### config.mk
export PLATFORM = sky130hd
export DESIGN_NAME = redirect_epoch_ctrl
export DESIGN_NICKNAME = d
export VERILOG_FILES = /design/src/rtl/redirect_epoch_ctrl.sv
export SDC_FILE = /design/constraint.sdc
export NUM_CORES = 1
export LEC_CHECK = 0
export CORE_MARGIN = 4
export CORE_UTILIZATION = 24
export CTS_CLUSTER_SIZE = 8
export DETAILED_ROUTE_END_ITERATION = 6
export PLACE_DENSITY = 0.82
export SLEW_MARGIN = 20
export SYNTH_ARGS = -nofsm -noshare
export SYNTH_HDL_FRONTEND = slang
export SYNTH_SLANG_ARGS = --single-unit
export TNS_END_PERCENT = 30
### constraint.sdc
create_clock -name clk -period 1.7 [get_ports clk]
set_input_delay 0.34 -clock clk [delete_from_list [all_inputs] [get_ports clk]]
set_output_delay 0.34 -clock clk [all_outputs]
set_load 0.01 [all_outputs]
### src/rtl/redirect_epoch_ctrl.sv
module redirect_epoch_ctrl #(
  parameter int PC_W = 32
) (
  input  logic            clk,
  input  logic            rst_n,
  input  logic            ex_vld,
  input  logic            ex_ep,
  input  logic            ex_mispred,
  input  logic [PC_W-1:0] ex_next_pc,
  input  logic            ex_wr_en_i,
  output logic            ex_poison,
  output logic            ex_wr_en_o,
  input  logic            de_vld,
  input  logic            de_ep_e,
  input  logic            de_ep_d,
  input  logic            de_mismatch,
  input  logic [PC_W-1:0] de_pred_pc,
  output logic            de_keep,
  output logic            de_redir,
  output logic            fe_pc_vld,
  output logic [PC_W-1:0] fe_pc,
  output logic            fe_tag_e,
  output logic            fe_tag_d
);

  logic ex_epoch, dec_epoch, dec_ex_copy, fe_ex_copy, fe_dec_copy;
  logic ex_redir, dec_take;

  assign ex_poison  = ex_vld && (ex_ep != ex_epoch);
  assign ex_wr_en_o = ex_wr_en_i && !ex_poison;
  assign ex_redir   = ex_vld && !ex_poison && ex_mispred;

  assign de_keep  = de_vld && ((de_ep_e != dec_ex_copy) || (de_ep_d == dec_epoch));
  assign de_redir = de_keep && de_mismatch;
  assign dec_take = de_redir && !ex_redir && (de_ep_e == fe_ex_copy);

  assign fe_pc_vld = ex_redir || dec_take;
  assign fe_pc     = ex_redir ? ex_next_pc : de_pred_pc;
  assign fe_tag_e  = fe_ex_copy;
  assign fe_tag_d  = fe_dec_copy;

  always_ff @(posedge clk) begin
    if (!rst_n) begin
      ex_epoch    <= 1'b0;
      dec_epoch   <= 1'b0;
      dec_ex_copy <= 1'b0;
      fe_ex_copy  <= 1'b0;
      fe_dec_copy <= 1'b0;
    end else begin
      if (ex_redir) begin
        ex_epoch   <= !ex_epoch;
        fe_ex_copy <= !fe_ex_copy;
      end
      if (dec_take)
        fe_dec_copy <= !fe_dec_copy;
      if (de_keep) begin
        dec_ex_copy <= de_ep_e;
        dec_epoch   <= de_ep_d ^ de_mismatch;
      end
    end
  end


  ex_flip_chk: assert property (@(posedge clk) disable iff (!rst_n)
    (ex_vld && !ex_poison && ex_mispred) |=> (fe_tag_e != $past(fe_tag_e)));


  fe_tag_e_hold_chk: assert property (@(posedge clk) disable iff (!rst_n)
    !(ex_vld && ex_mispred) |=> $stable(fe_tag_e));


  ex_priority_chk: assert property (@(posedge clk) disable iff (!rst_n)
    (ex_redir && de_redir) |=> $stable(fe_tag_d));


  stale_dec_chk: assert property (@(posedge clk) disable iff (!rst_n)
    (de_redir && !(ex_vld && ex_mispred) && de_ep_e != fe_tag_e) |-> !fe_pc_vld);


  drop_quiet_chk: assert property (@(posedge clk) disable iff (!rst_n)
    (de_vld && !de_keep) |-> !de_redir);


  poison_no_write_chk: assert property (@(posedge clk) disable iff (!rst_n)
    ex_poison |-> (!ex_wr_en_o && !fe_pc_vld) || de_redir);

endmodule

==> impl_metrics.ini <==
[critical_path]
crit_top_cell = buf_12
rr_worst_depth = 8
path_class = reg2out
cp-end-kind = output pin
crit_start = ex_epoch
worst_ep_arrival_time_ns = 1.69
crit_chain = xor2_2 -> nor2_4 -> buf_12 -> buf_12 -> buf_16 -> mux2_4 -> buf_6
path_max_fanout = 5
timing.rr.start = ex_epoch
slowest_stage = dfxtp_2
start_kind = flip-flop
cp_slowest_stage_delay_ns = 0.34
regToRegEndpoint = fe_tag_d
reg2reg_slack_ns = 0.13
required_ns = 1.36

[clock_tree]
clk_latency_ns = 0.25
hold_buffers = 0
cts_buffer_depth = 2
clk_pin_slew_worst_paths_ns = 0.05
cts_sinks = 5
cts_tree = built
cts.htree.levels = 1
cts_buffers = 3
root_buffer = clkbuf_4

[global_route]
globalRouteTotalUtil = 0.193
grt_pass1_vias = 1211
grt_pass1_wl_mm = 6.11
grt_max_degree = 8
grt_antenna_before_repair = 0
grt_overflow = 0

[pwr]
p_leak_nw = 1.02
vdd_ir_drop_max_v = 0.000390
p_total_mw = 0.927
powerDensity_mw_per_mm2 = 405

[placement]
io_buffers = 112
dpl-instance-area_mm2 = 0.00202
place_inst = 227
dpl.hpwl_mm = 3.12
dp_slack_ns = -0.834
gp_congestion = 0.759

[yosys]
ys_warn_count = 0
synthDominantCellAreaShare = 0.538
synthCells = 65
ys_ff_latch = 5
synth_seq_area_share = 0.128
synthTopCellsByCount = mux2_4 (28), dfxtp_1 (5), mux2_2 (4), xnor2_1 (4)
ys_types = 21
synth.most_common_cell = mux2_4
synthTopCellsByArea = mux2_4 (54%), dfxtp_1 (13%), mux2_2 (5.8%)
async_flop_share = 0
syn-num-nets = 139
synth_ff_type = dfxtp_1
yosysTopAreaCell = mux2_4
synth_edf_count = 0
mappedNetlistArea_um2 = 781
syn_area_per_cell_um2 = 12.0

[timing]
rsz0062_at_grt = true
fin_crit_sh = 1.19
skew_ns = 0.00102
hold_violations = 0
period_minus_slack_ns = 2.03
whs_ns = 0.427
tightest_slew_ns = 0.243
max_slew_margin = 0.837
fmax_mhz = 492
setup_viol = 35
final_max_slew_viol_count = 0
setup_ws_ns = -0.331
tns_ns = -8.93

[final_layout]
area_delta_synth_final_pct = 193
final_util = 0.743
final_area_mm2 = 0.00229
antenna_cells = 0
fin_nets = 273
final_cells = 242
drive_gt1_frac = 0.490
nFillCells = 215

[drt]
wl_mm = 4.24
drc_errors = 0
drtIter0Drc = 24
ant_nets = 0
vias = 1065
firstDrtPassIters = 4
via_per_inst = 4.40
routedWlPerCell_um = 17.5

[floorplan]
fp.dieW_um = 65.0
initial_core_util = 0.254
num_rows = 20
die_h_um = 65.0
die_area_mm2 = 0.00423
core_mm2 = 0.00308
num_io_pins = 113

[hold_path]
hp-start = ex_ep
hold-path-endpoint = ex_epoch
whs_path_depth = 2
hp-class = in2reg

[status]
violations = setup timing
status = finished with violations

[job]
maxCapViolCount = 0
[logic make-up (layout without fill, tap and decap cells)]
kind of cell,Yosys count,count (layout),synth area share
xor gates and xnor gates,6,6,0.0673
muxes,34,34,0.622
buffers and inverters,4,137,0.0481
and+or+nand+nor,11,11,0.0834
AOI/OAI and AO/OA,5,5,0.0513
DFF,5,5,0.128
[critical path: cells and delay by family, from the launching register on]
| family | cells | cell delay, ns |
|---|---|---|
| simple gates | 1 | 0.06 |
| mux | 1 | 0.31 |
| xor+xnor | 1 | 0.20 |
| buf+inv | 4 | 0.52 |
| flops | 1 | 0.34 |
[cell usage in the layout, fill, tap and decap left out, types with 2 or more instances in the layout]
cell type	synthesis	final
dfxtp_1	5	4
mux2_4	28	32
clkdlybuf4s15_2	0	3
nor2_1	3	3
dlygate4sd2_1	0	6
buf_16	0	3
buf_6	3	33
xnor2_1	4	4
mux2i_1	2	2
buf_4	0	10
clkbuf_4	0	3
clkdlybuf4s50_1	0	71
buf_12	0	5
[what timing repair did]
item                                    4_1_cts  5_1_grt
setup buffers                                 7        1
gates resized for setup                     190        0
gates cloned                                  4        0
pin swaps                                     4        0
endpoints found under the setup margin       37       35
[flip-flops by register name, summed over array words and instances (netlist names)]
name and cells:
fe_tag_e 1, dec_ex_copy 1, ex_epoch 1, dec_epoch 1, fe_tag_d 1
[power breakdown]
group / internal [mW] / leakage, nW / switching (mW)
registers: 0.127 / 0.0415 / 0.00749
logic: 0.448 / 0.964 / 0.199
clock network: 0.0893 / 0.0150 / 0.0567
[per-layer routing]
metal | up-vias | share of wire | track usage
met5 | - | 0 | 0
met4 | 0 | 0.024 | 0.0829
met3 | 9 | 0.078 | 0.0329
met2 | 68 | 0.52 | 0.365
met1 | 484 | 0.38 | 0.208
li1 | 504 | - | -
[worst max-delay path by stage]
stage,end,slack [ns],cells past startpoint
after global routing,fe_pc[11],-0.38,7
after detailed placement,fe_pc[23],-0.83,6
after global placement,fe_pc[7],-0.81,6
after floorplan,fe_pc[10],0.13,4
final,fe_pc[11],-0.33,7
after CTS,fe_pc[30],-0.31,7
[area by class of cell]
class,instances,area (µm²),area share
Timing Repair Buffer,132,1430,0.625
Multi-Input combinational cell,56,671,0.293
Sequential cell,5,101,0.0443
Tap cell,44,55.1,0.0241
Clock buffer,4,26.3,0.0115
Inverter,1,3.75,0.00164
Power figures use the tool's default switching activity.
